**src/rtl/iqi_pkg.sv**
```systemverilog
package iqi_pkg;
  typedef enum logic {
    PS_WAIT_I = 1'b0,
    PS_HAVE_I = 1'b1
  } pair_state_e;
endpackage

```
**src/rtl/iqi_pair_fsm.sv**
```systemverilog
module iqi_pair_fsm
  import iqi_pkg::*;
#(
  parameter int DW = 10
) (
  input  logic          clk,
  input  logic          rst,
  input  logic          sleep,
  input  logic          in_valid,
  output logic          in_ready,
  input  logic          in_sel,
  input  logic [DW-1:0] in_data,
  input  logic          pair_take,
  output logic          pair_vld,
  output logic [DW-1:0] pair_i,
  output logic [DW-1:0] pair_q,
  output logic          pair_err
);
  pair_state_e   state;
  logic [DW-1:0] hold_i;
  logic          acc;

  // The buffer frees up in the same cycle the interpolator drains it.
  assign in_ready = !rst && !sleep && (!pair_vld || pair_take);
  assign acc      = in_valid && in_ready;

  always_ff @(posedge clk) begin
    if (rst || sleep) begin
      state    <= PS_WAIT_I;
      hold_i   <= '0;
      pair_vld <= 1'b0;
      pair_i   <= '0;
      pair_q   <= '0;
      pair_err <= 1'b0;
    end else begin
      pair_err <= 1'b0;
      if (pair_take) pair_vld <= 1'b0;
      if (acc) begin
        if (in_sel) begin
          hold_i <= in_data;
          state  <= PS_HAVE_I;
        end else if (state == PS_HAVE_I) begin
          pair_i   <= hold_i;
          pair_q   <= in_data;
          pair_vld <= 1'b1;
          state    <= PS_WAIT_I;
        end else begin
          pair_err <= 1'b1;
        end
      end
    end
  end

  // a full pair buffer that is not drained keeps its contents
  a_r8_buf_kept: assert property (@(posedge clk) disable iff (rst)
    (pair_vld && !pair_take && !sleep) |=> (pair_vld && $stable(pair_i) && $stable(pair_q)));

  // an error pulse only follows a word that left the machine waiting for I
  a_r2_err_in_wait: assert property (@(posedge clk) disable iff (rst)
    pair_err |-> (state == PS_WAIT_I));
endmodule

```
**src/rtl/iqi_hb_chan.sv**
```systemverilog
module iqi_hb_chan #(
  parameter int DW    = 10,
  parameter int K_IN  = 9,
  parameter int K_OUT = 1,
  parameter int SH    = 4
) (
  input  logic          clk,
  input  logic          clr,
  input  logic          shift,
  input  logic [DW-1:0] x_in,
  output logic [DW-1:0] y_a,
  output logic [DW-1:0] y_b
);
  localparam int HIST = 3;
  localparam int AW   = DW + $clog2(2 * (K_IN + K_OUT)) + 2;
  localparam logic signed [AW-1:0] KI  = AW'(K_IN);
  localparam logic signed [AW-1:0] KO  = AW'(K_OUT);
  localparam logic signed [AW-1:0] RND = AW'(1) <<< (SH - 1);
  localparam logic signed [AW-1:0] HI  = AW'((2 ** (DW - 1)) - 1);
  localparam logic signed [AW-1:0] LO  = -HI - AW'(1);

  logic signed [DW-1:0] x_s;
  logic signed [DW-1:0] hist [HIST];
  logic signed [AW-1:0] acc;
  logic signed [AW-1:0] rnd;
  logic signed [DW-1:0] sat;

  // offset binary to two's complement: invert the top bit
  assign x_s = {~x_in[DW-1], x_in[DW-2:0]};

  always_ff @(posedge clk) begin
    if (clr) begin
      for (int k = 0; k < HIST; k++) hist[k] <= '0;
    end else if (shift) begin
      hist[0] <= x_s;
      for (int k = 1; k < HIST; k++) hist[k] <= hist[k-1];
    end
  end

  always_comb begin
    acc = KI * (AW'(hist[0]) + AW'(hist[1]))
        - KO * (AW'(x_s) + AW'(hist[2])) + RND;
    rnd = acc >>> SH;
    if (rnd > HI)      sat = HI[DW-1:0];
    else if (rnd < LO) sat = LO[DW-1:0];
    else               sat = rnd[DW-1:0];
  end

  assign y_a = {~sat[DW-1], sat[DW-2:0]};
  assign y_b = {~hist[1][DW-1], hist[1][DW-2:0]};
endmodule

```
**src/rtl/iqi_sched.sv**
```systemverilog
module iqi_sched #(
  parameter int PRIME = 3
) (
  input  logic clk,
  input  logic rst,
  input  logic sleep,
  input  logic pair_vld,
  input  logic out_ready,
  output logic take,
  output logic emit_a,
  output logic emit_b,
  output logic out_valid
);
  localparam int FW = $clog2(PRIME + 1);

  logic          pend_b;
  logic [FW-1:0] fill;
  logic          primed;
  logic          load_ok;

  assign primed  = (fill == FW'(PRIME));
  assign load_ok = !out_valid || out_ready;
  assign emit_b  = !rst && !sleep && load_ok && pend_b;
  assign take    = !rst && !sleep && load_ok && !pend_b && pair_vld;
  assign emit_a  = take && primed;

  always_ff @(posedge clk) begin
    if (rst || sleep) begin
      out_valid <= 1'b0;
      pend_b    <= 1'b0;
      fill      <= '0;
    end else if (load_ok) begin
      out_valid <= emit_a || emit_b;
      pend_b    <= emit_a;
      if (take && !primed) fill <= fill + FW'(1);
    end
  end

  // the pass-through beat is owed only while the filtered beat is on the bus
  a_r5_b_after_a: assert property (@(posedge clk) disable iff (rst)
    pend_b |-> out_valid);

  // history fills before anything is emitted
  a_r6_no_early_beat: assert property (@(posedge clk) disable iff (rst)
    (!primed && !pend_b) |=> !(out_valid && !$past(out_valid)) || $past(primed));
endmodule

```
**src/rtl/iq_interp2x.sv**
```systemverilog
module iq_interp2x #(
  parameter int DW    = 10,
  parameter int K_IN  = 9,
  parameter int K_OUT = 1,
  parameter int SH    = 4
) (
  input  logic          clk,
  input  logic          rst,
  input  logic          sleep,
  input  logic          in_valid,
  output logic          in_ready,
  input  logic          in_sel,
  input  logic [DW-1:0] in_data,
  output logic          out_valid,
  input  logic          out_ready,
  output logic [DW-1:0] out_i,
  output logic [DW-1:0] out_q,
  output logic          pair_err
);
  localparam int NCH   = 2;
  localparam int PRIME = 3;
  localparam logic [DW-1:0] MID = {1'b1, {(DW-1){1'b0}}};

  logic          pair_vld, take, emit_a, emit_b;
  logic [DW-1:0] pair_i, pair_q;
  logic [DW-1:0] ch_x [NCH];
  logic [DW-1:0] ch_a [NCH];
  logic [DW-1:0] ch_b [NCH];

  iqi_pair_fsm #(.DW(DW)) u_pair (
    .clk(clk), .rst(rst), .sleep(sleep),
    .in_valid(in_valid), .in_ready(in_ready), .in_sel(in_sel), .in_data(in_data),
    .pair_take(take), .pair_vld(pair_vld), .pair_i(pair_i), .pair_q(pair_q),
    .pair_err(pair_err)
  );

  iqi_sched #(.PRIME(PRIME)) u_sched (
    .clk(clk), .rst(rst), .sleep(sleep), .pair_vld(pair_vld), .out_ready(out_ready),
    .take(take), .emit_a(emit_a), .emit_b(emit_b), .out_valid(out_valid)
  );

  assign ch_x[0] = pair_i;
  assign ch_x[1] = pair_q;

  for (genvar c = 0; c < NCH; c++) begin : g_ch
    iqi_hb_chan #(.DW(DW), .K_IN(K_IN), .K_OUT(K_OUT), .SH(SH)) u_hb (
      .clk(clk), .clr(rst || sleep), .shift(take),
      .x_in(ch_x[c]), .y_a(ch_a[c]), .y_b(ch_b[c])
    );
  end

  // both DAC codes change on the same edge
  always_ff @(posedge clk) begin
    if (rst || sleep) begin
      out_i <= MID;
      out_q <= MID;
    end else if (emit_a) begin
      out_i <= ch_a[0];
      out_q <= ch_a[1];
    end else if (emit_b) begin
      out_i <= ch_b[0];
      out_q <= ch_b[1];
    end
  end

  // a stalled beat stays put
  a_r7_hold: assert property (@(posedge clk) disable iff (rst)
    (out_valid && !out_ready && !sleep) |=> (out_valid && $stable(out_i) && $stable(out_q)));

  // sleep parks the outputs at mid-scale
  a_r9_sleep_mid: assert property (@(posedge clk) disable iff (rst)
    sleep |=> (!out_valid && out_i == MID && out_q == MID));

  // reset clears the outputs and the error flag
  a_r10_reset_clear: assert property (@(posedge clk)
    rst |=> (!out_valid && !pair_err && out_i == MID && out_q == MID));
endmodule

```
**config.mk**
```make
export PLATFORM = sky130hd
export DESIGN_NAME = iq_interp2x
export DESIGN_NICKNAME = d
export VERILOG_FILES = /design/src/rtl/iqi_pkg.sv /design/src/rtl/iqi_pair_fsm.sv /design/src/rtl/iqi_hb_chan.sv /design/src/rtl/iqi_sched.sv /design/src/rtl/iq_interp2x.sv
export SDC_FILE = /design/constraint.sdc
export NUM_CORES = 1
export LEC_CHECK = 0
export ABC_AREA = 1
export CORE_MARGIN = 2
export CORE_UTILIZATION = 45
export CTS_CLUSTER_DIAMETER = 40
export DETAILED_ROUTE_END_ITERATION = 8
export DONT_BUFFER_PORTS = 1
export PLACE_DENSITY = 0.58
export SLEW_MARGIN = 15
export SYNTH_ARGS = -nofsm -noshare
export SYNTH_HDL_FRONTEND = slang
export SYNTH_HIERARCHICAL = 1
export SYNTH_SLANG_ARGS = --single-unit
```
**constraint.sdc**
```tcl
create_clock -name clk -period 4.7 [get_ports clk]
set_input_delay 0.47 -clock clk [delete_from_list [all_inputs] [get_ports clk]]
set_output_delay 0.47 -clock clk [all_outputs]
set_load 0.01 [all_outputs]
```
[After elaboration in Yosys (flattened, before gate mapping)]
Memory sizes are Yosys's and may differ from the RTL's.
Index checks and enable logic that the tools add are counted.
Word-level totals
  register bits: 57
  bits in latches: 0
  RAM bits: 60
  bits in read-only memories: 0
  word-level logic and storage cells: 92
  memories kept: 2
Cells by class
  $add $sub $neg: 9
  multiply operators: 2
  div/mod/pow operators: 0
  $lt $le $gt $ge: 4
  eq/ne operators: 1
  shifts and indexed selects: 0
  multiplexer cells: 25
  bitwise gates (word level): 14
  reduce and logical (&&, ||, !) cells: 24
Memories
  g_ch[0].u_hb.hist: words 3, width 10, rd ports 3, clocked after memory_dff 0, wr ports 3, RTL line iqi_hb_chan.sv:23  | logic signed [DW-1:0] hist [HIST];
  g_ch[1].u_hb.hist: words 3, width 10, rd ports 3, clocked after memory_dff 0, wr ports 3, RTL line iqi_hb_chan.sv:23
Operators by type and width (number)
  $mux 10: 14
  $add 10x10->11: 4
  $add 17x5->17 const B: 2
  $mul 5x17->17 const A: 2
  $sub 17x17->17: 2
  $gt 13x10->1 const B: 2
  $lt 13x10->1 const B: 2
  $mux 1: 11
  $logic_and 1x1->1: 9
  $not 1->1: 8
  $logic_not 1->1: 6
  $or 1x1->1: 6
  $logic_or 1x1->1: 4
  $reduce_and 2->1: 2
  $reduce_and 3->1: 1
  $reduce_or 3->1: 1
  $add 2x1->2 const B: 1
  $eq 2x2->1 const B: 1
  $reduce_bool 2->1: 1

[Logic depth before layout (Yosys ltp)]
  depth after elaboration: 10
  depth in mapped cells: 36
  mapped depth without buffers: 36

[Cells and area by module]
The synthesis kept the hierarchy.
Modules (own cells, without submodules)
  iqi_hb_chan at g_ch[0].u_hb: instances 1, cells an instance 454, area an instance 3585.9 µm², sequential area each 900.9 µm²
  iqi_hb_chan at g_ch[1].u_hb: instances 1, cells an instance 456, area an instance 3568.4 µm², sequential area each 900.9 µm²
  iqi_pair_fsm: instances 1, cells an instance 203, area an instance 1378.8 µm², sequential area each 660.6 µm²
  iq_interp2x: instances 1, cells an instance 151, area an instance 959.7 µm², sequential area each 400.4 µm²
  iqi_sched: instances 1, cells an instance 32, area an instance 252.7 µm², sequential area each 80.1 µm²

[Worst setup path before layout]
No wires, ideal clock.
  path kind: flip-flop to flip-flop
  start: memory g_ch[0].u_hb.hist[1][0] (netlist: g_ch[0].u_hb/hist[0][10])
  end: register out_i[7]
  setup time: 0.110 ns
  data arrival time: 4.343 ns
  slack: 0.247 ns
  cell stages (with the launch flop): 27
  clock period less this slack: 4.453 ns
  cell sequence: edfxtp_1 > ha_1 > inv_1 > fa_1 > nand3b_1 > nand2_1 > a21oi_1 > o21ai_1 > xor2_1 > inv_1 > ha_1 > fa_1 > ha_1 > ha_1 > a21o_1 > nand2_1 > nand2_1 > a21oi_1 > nand2_1 > nand2_1 > nand3_2 > o21ai_4 > nand2_1 > nand2_1 > nand3_1 > nand2_1 > inv_1
RTL lines
  start: declaration: RTL line iqi_hb_chan.sv:23
  end signal: assignment: RTL line iq_interp2x.sv:58  | out_i <= ch_a[0];
  end signal: assignment: RTL line iq_interp2x.sv:61  | out_i <= ch_b[0];
  end: declaration: RTL line iq_interp2x.sv:16  | output logic [DW-1:0] out_i,

==> impl_metrics.yaml <==
layout:
  multi_input_area_um2: 6230
  drive_above_1_share: 0.197
  antennaDiodeCount: 0
  area_growth_syn_to_layout_pct: 19.1
  nNetsFinal: 1495
  n_fill_cell: 2013
  register_area_um2: 2940
  layout_commonest_cell: "nand2_1"
  fin_util: 0.549
  final_cell_mix: "268 x nand2_1, 261 x inv_1, 146 x nor2_1, 79 x ha_1, 72 x nand3_1"
timing:
  hold_ws_ns: 0.132
  final.setup.tns_ns: 0
  report.final.slew_viol_count: 0
  tightestPinTransition_ns: 1.09
  fin_skew_ns: 0.0141
  period_share: 0.974
  grt_setup_unrepaired: "yes"
  max_freq_mhz: 219
  hold_viol: 0
  slew_headroom: 0.273
  setup_viol: 0
  period_minus_slack_ns: 4.58
critical_path:
  crit_path_top_delay_cell: "fa_1"
  r2r-start: "g_ch[1].u_hb/hist[0][0]"
  worst-r2r-setup-slack_ns: 0.12
  cpMostUsedCell: "nand2_1"
  path_buf_inv: 4
  slowest_delay_ns: 0.51
  critPathTopFamily: "adder cells"
  reg2reg_to: "out_q[4]"
  crit_type: "register to register"
  worstSetupStartpointType: "register"
  path_max_fanout: 5
  cp_data_required_time_ns: 5.00
  r2r_cells: 29
  cp_data_arrival_time_ns: 4.88
  worstSetupEndpointType: "register"
logic_synthesis:
  async_flop_share: 0
  ys_seq_area_frac: 0.302
  synth_area_per_cell_um2: 7.52
  synthesis.nets: 1461
  netlist_area_um2: 9750
  synth_seq_cells: 117
  synth_edf_count: 60
  yosysTopAreaCellShare: 0.185
  yosysUniqueCellTypes: 42
  synth_area_leaders: "edfxtp_1 18%, ha_1 15%, dfxtp_1 12%, nand2_1 12%, inv_1 10%"
  ys.flop_type: "edfxtp_1"
  yosysTopAreaCell: "edfxtp_1"
  synthCells: 1296
  ys_warn_count: 6
global_route:
  grt_pass1_wl_mm: 35.3
  grt-busiest-layer: "met2"
  grt_use_total: 0.199
  grt-ovfl-total: 0
  grt_pass1_vias: 7160
  antenna_found_initial: 0
  grt_max_degree: 35
  use_met2: 0.309
  use_met3: 0.0407
  use_met1: 0.285
clock_network:
  cts_tree: "done"
  clock_sinks: 117
  cts_buffers: 17
  insertion_delay_ns: 0.41
  path_clk_slew_ns: 0.06
  cts-root-buf: "clkbuf_16"
  htreeDepth: 4
  clockBufferDepth: 2
floorplan:
  chipWidth_um: 151
  rows: 53
  core_area_um2: 21200
  die_area_um2: 22800
  ios: 39
  die_h_um: 151
  start_util: 0.461
min_path:
  min_path_type: "primary input to register"
  worstHoldEndpoint: "u_pair/pair_err"
  hp-start: "in_sel"
  worstHoldPathCells: 1
detailed_routing:
  vias: 7741
  wirelength_mm: 22.6
  drcViolationCount: 0
  dr.pass1.iters: 5
  avgRoutedWirePerCell_um: 14.0
  detail-route-antenna-nets: 0
  detail_route.vias_per_cell: 4.78
  dr.first_iter.drc_count: 309
power_and_ir_drop:
  powerDensity_nw_per_um2: 467
  max-vdd-ir-drop_mv: 0.345
  leakagePower_nw: 5.69
  power_mw: 5.42
placed_design:
  port_buffers: 0
  place.gp.congestion: 0.914
  dp_hpwl_mm: 17.1
flow_run:
  max_cap_viol_count: 0
run_status:
  outcome: "finished clean"
-- Yosys cell counts (2+ instances only) --
cell and count:
a31oi_1 3, nand2_4 6, nor2_2 3, or2_2 2
nand3_2 4, nor3_1 6, nand2_1 304, dfxtp_1 57
o21ai_1 4, nor2_1 153, buf_1 2, clkbuf_1 8
o21bai_1 5, fa_1 34, nand2_2 17, and2_1 2
edfxtp_1 60, nand3_1 76, buf_4 23, nand4_1 7
a21oi_1 36, buf_6 2, xnor2_1 14, inv_1 268
nor3_2 3, clkinv_1 3, inv_2 11, ha_1 115
buf_2 9, nor2_4 3, o21ai_0 5, a21oi_2 2
a21o_1 7, xor2_1 28, nand3b_1 7
-- worst register-to-register path: cells and delay by family, from the launching register on --
kind | cells | cell delay (ns)
xor gates and xnor gates | 1 | 0.22
buffers and inverters | 4 | 0.23
adders and majority gates | 6 | 1.70
and+or+nand+nor | 15 | 1.51
AOI/OAI and AO/OA | 3 | 0.40
DFF | 1 | 0.41
-- cells by family after synthesis --
logic type,count (synthesis),synth area share
XOR/XNOR,43,0.0394
AO/OA/AOI/OAI,67,0.0410
buffers and inverters,326,0.137
flip-flops,117,0.302
AND/OR/NAND/NOR,594,0.263
adder cells (fa/ha/maj),149,0.217
-- metrics by stage --
stage / std cells / instance area (um2) / worst slack, ns
CTS: 1599 / 10800 / 0.00360
detailed placement: 1565 / 10100 / -0.0856
global placement: 1565 / 10100 / -0.0264
floorplan: 1296 / 9750 / 0.247
finish: 1618 / 11600 / 0.123
global route: 1618 / 11600 / -0.152
-- area by class of cell --
| type | instances | area share |
|---|---|---|
| clock buffers | 23 | 0.0440 |
| clock inverters | 9 | 0.00733 |
| inverters | 282 | 0.0918 |
| multi-input cells | 857 | 0.536 |
| flip-flops and latches | 117 | 0.254 |
| well taps | 275 | 0.0296 |
| repair buffers | 55 | 0.0373 |
-- what timing repair did --
action,in CTS,in global routing
hold buffers,0,0
cloned,1,3
endpoints found under the setup margin,18,20
setup buffers,1,16
pin swaps,5,82
gates resized for setup,18,125
-- how the worst max path moves through the flow --
stage / start / to / slack [ns] / cells after the start
detailed placement: g_ch[1].u_hb/hist[0][10] / out_q[6] / -0.09 / 27
floorplan: g_ch[0].u_hb/hist[0][10] / out_i[7] / 0.25 / 26
global placement: g_ch[1].u_hb/hist[0][10] / out_q[0] / -0.03 / 28
global route: g_ch[1].u_hb/hist[0][0] / out_q[4] / -0.15 / 26
CTS: g_ch[0].u_hb/hist[0][10] / out_i[3] / 0.004 / 26
finish: g_ch[1].u_hb/hist[0][0] / out_q[4] / 0.12 / 29
-- routing by layer --
layer | part of all wire | vias to the layer above | wire length, um
li1 | - | 4035 | -
met1 | 0.50 | 3581 | 11300
met2 | 0.45 | 108 | 10100
met3 | 0.041 | 17 | 916
met4 | 0.012 | 0 | 274
met5 | 0 | - | 0
-- registers in the layout (all words and copies together), names as in the netlist, 2 cells and up --
| register | count |
|---|---|
| u_pair/pair_q | 10 |
| u_pair/hold_i | 10 |
| u_sched/fill | 2 |
| out_i | 10 |
| u_pair/pair_i | 10 |
| out_q | 10 |
| g_ch.u_hb/hist | 60 |
-- where the power goes --
part	switching, mW	leakage [nW]	internal, mW
registers	0.0145	1.13	1.10
clock network	0.465	0.296	0.822
logic	1.75	4.27	1.27
No activity file was read; power rests on OpenSTA's default activity.
